==> config.mk <==
export PLATFORM = sky130hd
export DESIGN_NAME = mp_uart_rx
export DESIGN_NICKNAME = d
export VERILOG_FILES = /design/src/rtl/mpu_rx_pkg.sv /design/src/rtl/mpu_rx_tick_gen.sv /design/src/rtl/mpu_rx_sync.sv /design/src/rtl/mpu_rx_frame.sv /design/src/rtl/mp_uart_rx.sv
export SDC_FILE = /design/constraint.sdc
export NUM_CORES = 1
export LEC_CHECK = 0
export BUFFER_PORTS_ARGS = -buffer_cell sky130_fd_sc_hd__buf_2
export CORE_MARGIN = 4
export CORE_UTILIZATION = 61
export DETAILED_ROUTE_END_ITERATION = 12
export GPL_TIMING_DRIVEN = 0
export PLACE_DENSITY = 0.84
export SYNTH_ARGS = -nofsm -noshare
export SYNTH_HDL_FRONTEND = slang
export SYNTH_SLANG_ARGS = --single-unit
==> constraint.sdc <==
create_clock -name clk_i -period 2.85 [get_ports clk_i]
set_clock_uncertainty 0.2 [all_clocks]
set_input_delay 0.4275 -clock clk_i [delete_from_list [all_inputs] [get_ports clk_i]]
set_output_delay 0.4275 -clock clk_i [all_outputs]
set_load 0.005 [all_outputs]
==> src/rtl/mpu_rx_pkg.sv <==
package mpu_rx_pkg;
  typedef enum logic [1:0] {
    ST_IDLE  = 2'd0,
    ST_START = 2'd1,
    ST_BITS  = 2'd2,
    ST_STOP  = 2'd3
  } rx_state_e;
endpackage

==> src/rtl/mpu_rx_tick_gen.sv <==
module mpu_rx_tick_gen #(
  parameter int DIV_W = 8
) (
  input  logic             clk_i,
  input  logic             rst_ni,
  input  logic             en_i,
  input  logic [DIV_W-1:0] div_i,
  output logic             tick_o
);
  logic [DIV_W-1:0] cnt_q;

  always_ff @(posedge clk_i or negedge rst_ni) begin
    if (!rst_ni) begin
      cnt_q  <= '0;
      tick_o <= 1'b0;
    end else if (!en_i) begin
      cnt_q  <= '0;
      tick_o <= 1'b0;
    end else if (cnt_q == div_i) begin
      cnt_q  <= '0;
      tick_o <= 1'b1;
    end else begin
      cnt_q  <= cnt_q + 1'b1;
      tick_o <= 1'b0;
    end
  end
endmodule

==> src/rtl/mpu_rx_sync.sv <==
module mpu_rx_sync #(
  parameter int STAGES = 2
) (
  input  logic clk_i,
  input  logic rst_ni,
  input  logic d_i,
  output logic q_o
);
  logic [STAGES-1:0] pipe_q;

  always_ff @(posedge clk_i or negedge rst_ni) begin
    if (!rst_ni) pipe_q <= '1;
    else         pipe_q <= {pipe_q[STAGES-2:0], d_i};
  end

  assign q_o = pipe_q[STAGES-1];
endmodule

==> src/rtl/mpu_rx_frame.sv <==
module mpu_rx_frame
  import mpu_rx_pkg::*;
#(
  parameter int DATA_W = 8,
  parameter int OVS    = 16
) (
  input  logic              clk_i,
  input  logic              rst_ni,
  input  logic              en_i,
  input  logic              tick_i,
  input  logic              rx_i,
  output logic              done_o,
  output logic [DATA_W-1:0] data_o,
  output logic              mp_o,
  output logic              stop_ok_o
);
  localparam int CNT_W  = $clog2(OVS);
  localparam int BIDX_W = $clog2(DATA_W + 2);
  localparam logic [CNT_W-1:0]  HALF_M1 = CNT_W'(OVS / 2 - 1);
  localparam logic [CNT_W-1:0]  FULL_M1 = CNT_W'(OVS - 1);
  localparam logic [BIDX_W-1:0] LAST_B  = BIDX_W'(DATA_W);

  rx_state_e         state_q;
  logic [CNT_W-1:0]  cnt_q;
  logic [BIDX_W-1:0] bidx_q;
  logic [DATA_W:0]   sh_q;

  always_ff @(posedge clk_i or negedge rst_ni) begin
    if (!rst_ni) begin
      state_q   <= ST_IDLE;
      cnt_q     <= '0;
      bidx_q    <= '0;
      sh_q      <= '0;
      done_o    <= 1'b0;
      stop_ok_o <= 1'b0;
    end else begin
      done_o <= 1'b0;
      if (!en_i) begin
        state_q <= ST_IDLE;
        cnt_q   <= '0;
      end else if (tick_i) begin
        unique case (state_q)
          ST_IDLE: if (!rx_i) begin
            state_q <= ST_START;
            cnt_q   <= '0;
          end
          ST_START: begin
            if (cnt_q == HALF_M1) begin
              // confirm start at mid-bit, else treat as glitch
              state_q <= rx_i ? ST_IDLE : ST_BITS;
              cnt_q   <= '0;
              bidx_q  <= '0;
            end else cnt_q <= cnt_q + 1'b1;
          end
          ST_BITS: begin
            if (cnt_q == FULL_M1) begin
              cnt_q <= '0;
              sh_q  <= {rx_i, sh_q[DATA_W:1]};
              if (bidx_q == LAST_B) state_q <= ST_STOP;
              else bidx_q <= bidx_q + 1'b1;
            end else cnt_q <= cnt_q + 1'b1;
          end
          ST_STOP: begin
            if (cnt_q == FULL_M1) begin
              cnt_q     <= '0;
              state_q   <= ST_IDLE;
              done_o    <= 1'b1;
              stop_ok_o <= rx_i;
            end else cnt_q <= cnt_q + 1'b1;
          end
          default: state_q <= ST_IDLE;
        endcase
      end
    end
  end

  assign data_o = sh_q[DATA_W-1:0];
  assign mp_o   = sh_q[DATA_W];

  p_idle_when_off_r7: assert property (@(posedge clk_i) disable iff (!rst_ni)
    !en_i |=> (state_q == ST_IDLE && !done_o));

  p_done_single_r3: assert property (@(posedge clk_i) disable iff (!rst_ni)
    done_o |=> !done_o);
endmodule

==> src/rtl/mp_uart_rx.sv <==
module mp_uart_rx #(
  parameter int DATA_W = 8,
  parameter int OVS    = 16,
  parameter int DIV_W  = 8
) (
  input  logic              clk_i,
  input  logic              rst_ni,
  input  logic              rx_i,
  input  logic [DIV_W-1:0]  div_i,
  input  logic              rx_en_i,
  input  logic              arm_set_i,
  input  logic              rd_i,
  output logic [DATA_W-1:0] rx_data_o,
  output logic              mp_bit_o,
  output logic              ready_o,
  output logic              arm_o,
  output logic              frame_err_o,
  output logic              overrun_o,
  output logic              irq_o
);
  logic              tick, rx_s;
  logic              f_done, f_mp, f_stop_ok;
  logic [DATA_W-1:0] f_data;
  logic              accept, store;

  mpu_rx_tick_gen #(.DIV_W(DIV_W)) u_tick (
    .clk_i(clk_i), .rst_ni(rst_ni), .en_i(rx_en_i), .div_i(div_i), .tick_o(tick)
  );

  mpu_rx_sync #(.STAGES(2)) u_sync (
    .clk_i(clk_i), .rst_ni(rst_ni), .d_i(rx_i), .q_o(rx_s)
  );

  mpu_rx_frame #(.DATA_W(DATA_W), .OVS(OVS)) u_frame (
    .clk_i(clk_i), .rst_ni(rst_ni), .en_i(rx_en_i), .tick_i(tick), .rx_i(rx_s),
    .done_o(f_done), .data_o(f_data), .mp_o(f_mp), .stop_ok_o(f_stop_ok)
  );

  // filter: address frames always pass, data frames only when disarmed
  assign accept = f_done && (!arm_o || f_mp);
  assign store  = accept && !ready_o;

  always_ff @(posedge clk_i or negedge rst_ni) begin
    if (!rst_ni) begin
      rx_data_o   <= '0;
      mp_bit_o    <= 1'b0;
      ready_o     <= 1'b0;
      arm_o       <= 1'b0;
      frame_err_o <= 1'b0;
      overrun_o   <= 1'b0;
      irq_o       <= 1'b0;
    end else begin
      irq_o <= store;
      if (rd_i) begin
        ready_o     <= 1'b0;
        frame_err_o <= 1'b0;
        overrun_o   <= 1'b0;
      end
      if (store) begin
        rx_data_o <= f_data;
        mp_bit_o  <= f_mp;
        ready_o   <= 1'b1;
        if (!f_stop_ok) frame_err_o <= 1'b1;
      end else if (accept) begin
        overrun_o <= 1'b1;
      end
      if (arm_set_i)          arm_o <= 1'b1;
      else if (accept && f_mp) arm_o <= 1'b0;
    end
  end

  p_drop_keeps_buf_r2: assert property (@(posedge clk_i) disable iff (!rst_ni)
    (f_done && arm_o && !f_mp && !rd_i) |=>
      ($stable(rx_data_o) && $stable(ready_o) && !irq_o));

  p_drop_no_err_r11: assert property (@(posedge clk_i) disable iff (!rst_ni)
    (f_done && arm_o && !f_mp && !rd_i) |=>
      ($stable(frame_err_o) && $stable(overrun_o)));

  p_irq_with_ready_r3: assert property (@(posedge clk_i) disable iff (!rst_ni)
    irq_o |-> ready_o);

  p_arm_clear_r4: assert property (@(posedge clk_i) disable iff (!rst_ni)
    (f_done && f_mp && !arm_set_i) |=> !arm_o);

  p_arm_set_r6: assert property (@(posedge clk_i) disable iff (!rst_ni)
    arm_set_i |=> arm_o);

  p_rd_clears_r5: assert property (@(posedge clk_i) disable iff (!rst_ni)
    (rd_i && !f_done) |=> (!ready_o && !overrun_o && !frame_err_o));

  p_no_overwrite_r8: assert property (@(posedge clk_i) disable iff (!rst_ni)
    (ready_o && !rd_i) |=> ($stable(rx_data_o) && $stable(mp_bit_o)));
endmodule

==> flow_metrics.tcl <==
set metrics [dict create \
    leakage_nw 1.17 \
    power.switching_mw 0.225 \
    postSynth.asyncResetShare_pct 100 \
    grt_pass1_vias 1392 \
    register_area_sq_um 1150 \
    maxCapViolCount 0 \
    cp_max_fo 10 \
    place_ws_ps 726 \
    num_io_pins 28 \
    outcome "finished clean" \
    rsz0062_at_grt "false" \
    dieArea_sq_um 4420 \
    ant_nets 0 \
    synth_top_family_by_area "multiplexers" \
    powerDensity_nw_per_um2 455 \
    die_w_microns 66.5 \
    multi_input_area_sq_um 863 \
    critPathTopFamily "simple AND/OR/NAND/NOR gates" \
    cp.arrival_ps 2170 \
    seqPwrFrac_pct 62.2 \
    drt_iter0_drc 37 \
    finalCritPeriodShare_pct 74.2 \
    via_count 1366 \
    initial_core_util_pct 66.2 \
    cts_tree "yes" \
    synth.top_cells.by_count "dfrtp_1, nand2_1, nor2_1" \
    clk_latency_ps 340 \
    synth.net_count 194 \
    drc_errors 0 \
    finalSetupViolations 0 \
    finish.utilization_pct 74.8 \
    synth-xor-area-share_pct 6.30 \
    max_freq_mhz 473 \
    wl_microns 3420 \
    synthFlopType "dfrtp_1" \
    grt_overflow 0 \
    synth_top_area_share_pct 52.8 \
    final_hold_viol_count 0 \
    clkSinkCount 46 \
    max-vdd-ir-drop_mv 0.360 \
    clock_path_buffers 2 \
    synth-compound-area-share_pct 5.58 \
    synth_area_sq_um 2090 \
    dr.pass1.iters 4 \
    total_power_mw 1.07 \
    p_clk_share_pct 33.1 \
    setup_tns_ps 0 \
    finalNetCount 228 \
    worst_pin_slew_ps 966 \
    synth-edff-count 0 \
    path_cells "ha_1, nand2_1, or4_4, buf_6, nor2_1, mux2i_1" \
    root_buffer "clkbuf_4" \
    num_rows 20 \
    reg2reg_depth 6 \
    areaGrowthSynthToFinish_pct 13.1 \
    seq_area_frac_synth_pct 55.3 \
    p_int_mw 0.850 \
    antenna_found_initial 0 \
    dp_hpwl_microns 2540 \
    syn_inst 176 \
    cp_num_buf_inv 1 \
    grt_pass1_wl_microns 6130 \
    max_stage_delay_ps 530 \
    cts.clk_slew.worst_paths_ps 120 \
    cts_resized 0 \
    core_region_area_sq_um 3150 \
    p_comb_share_pct 4.7 \
    worstSetupEndpointType "register" \
    cp.required_ps 2910 \
    synthDistinctLibCells 37 \
    slew_violations 0 \
    relSlewSlack_pct 35.6 \
    wl_per_cell_microns 13.4 \
    h-tree-depth 2 \
    grt_use_total_pct 18.2 \
    fill_cells 230 \
    synthSimpleGateAreaFrac_pct 13.1 \
    grt_max_degree 47 \
    drive_gt1_share_pct 28.9 \
    yosys_register_bits 46 \
    yosysWarnings 0 \
    synthAdderAreaFrac_pct 2.40 \
    cp.depth 6 \
    routed_via_density 5.36 \
    cpMaxStageDelayCell "or4_4" \
    min_period_ps 2110 \
    swShare_pct 20.9 \
    synthMuxAreaShare_pct 14.0 \
    fin_ws_ps 736 \
    io_buffers 26 \
    path_class "register to register" \
    hold_path.class "input pin to asynchronous set/reset pin" \
    cp-start-kind "register" \
    synth.area.top_cells "dfrtp_1, mux2_4, mux2_2" \
    die_h_microns 66.5 \
    antennaDiodeCount 0 \
    synth.avg_cell_area_sq_um 11.9 \
    synth.most_common_cell "dfrtp_1" \
    synth_largest_area_cell "dfrtp_1" \
    cts_buffers 5 \
    place.gp.congestion 0.813 \
]
registers in the layout, summed over array words and instances, names as in the netlist:
| signal | cells |
|---|---|
| u_sync.pipe_q | 2 |
| u_frame.bidx_q | 4 |
| u_frame.sh_q | 9 |
| overrun_o | 1 |
| u_frame.state_q | 2 |
| mp_bit_o | 1 |
| u_tick.cnt_q | 8 |
| rx_data_o | 8 |
| u_frame.done_o | 1 |
| irq_o | 1 |
| u_tick.tick_o | 1 |
| frame_err_o | 1 |
| ready_o | 1 |
| u_frame.stop_ok_o | 1 |
| u_frame.cnt_q | 4 |
| arm_o | 1 |
through the flow:
| stage | area (sq um) | hold slack [ps] | instances |
|---|---|---|---|
| 2_1_floorplan | 2090 | -68.1 | 176 |
| 3_3_place_gp | 2270 | 146 | 246 |
| 3_5_place_dp | 2270 | 147 | 246 |
| 4_1_cts | 2360 | 57.8 | 255 |
| 5_1_grt | 2360 | 56.7 | 255 |
| 6_report | 2360 | 27.5 | 255 |
worst reg2reg max path: cells and delay by family (launching register included):
kind	cells	cell delay, ps
adder cells (fa/ha/maj)	1	240
AND/OR/NAND/NOR	3	800
multiplexers	1	220
buffers and inverters	1	180
flip-flops	1	400
routing by layer:
metal	GRT usage [%]	up-vias	share of wire (%)
li1	-	671	-
met1	21.5	653	40
met2	32.5	38	53
met3	5.06	4	6.1
met4	4.31	0	0.91
met5	0	-	0
placed cells by master, fill, tap and decap left out, types with 4 or more instances in the layout:
| master | Yosys | final |
|---|---|---|
| mux2_2 | 10 | 10 |
| ha_1 | 4 | 4 |
| mux2i_1 | 6 | 6 |
| mux2_4 | 8 | 8 |
| nand3_1 | 11 | 11 |
| dfrtp_1 | 44 | 44 |
| buf_2 | 0 | 26 |
| clkbuf_4 | 0 | 5 |
| inv_1 | 10 | 10 |
| xnor2_1 | 10 | 10 |
| xor2_1 | 5 | 5 |
| nor2_1 | 15 | 15 |
| nand2_1 | 15 | 15 |
final timing paths:
kind                       slack (ps)                  to              from
setup reg to reg                  740   u_frame.bidx_q[2]  u_frame.cnt_q[0]
max in group asynchronous        1830  u_frame.state_q[0]            rst_ni
hold / removal                     30        rx_data_o[1]            rst_ni
min in group clk_i                 80               arm_o         arm_set_i
hold reg to reg                   160    u_sync.pipe_q[1]  u_sync.pipe_q[0]
setup / recovery                  740   u_frame.bidx_q[2]  u_frame.cnt_q[0]
power groups by stage:
stage | clock [mW] | sequential [mW] | combinational (mW)
detailed placement | 0 | 0.680 | 0.0508
finish | 0.356 | 0.668 | 0.0504
global route | 0.398 | 0.670 | 0.0583
global placement | 0 | 0.680 | 0.0480
floorplan | 0 | 0.679 | 0.0243
CTS | 0.366 | 0.668 | 0.0519
final cells by class:
cell class                      instances  area share [%]
Sequential cell                        46            48.9
Multi-Input combinational cell        115            36.6
Timing Repair Buffer                   27            5.94
Clock buffer                            8            3.34
Tap cell                               44            2.33
Inverter                               11            1.75
Buffer                                  4            1.17
kinds of logic after synthesis:
kind of cell | count (synthesis)
DFF | 46
buffers and inverters | 15
adders and majority gates | 4
muxes | 24
xor gates and xnor gates | 15
and+or+nand+nor | 56
AOI/OAI and AO/OA | 16
what timing repair did:
action / CTS / global route
hold buffers: 1 / 0
setup buffers: 0 / 0
endpoints found under the hold margin: 1 / 0
Power figures use the tool's default switching activity.
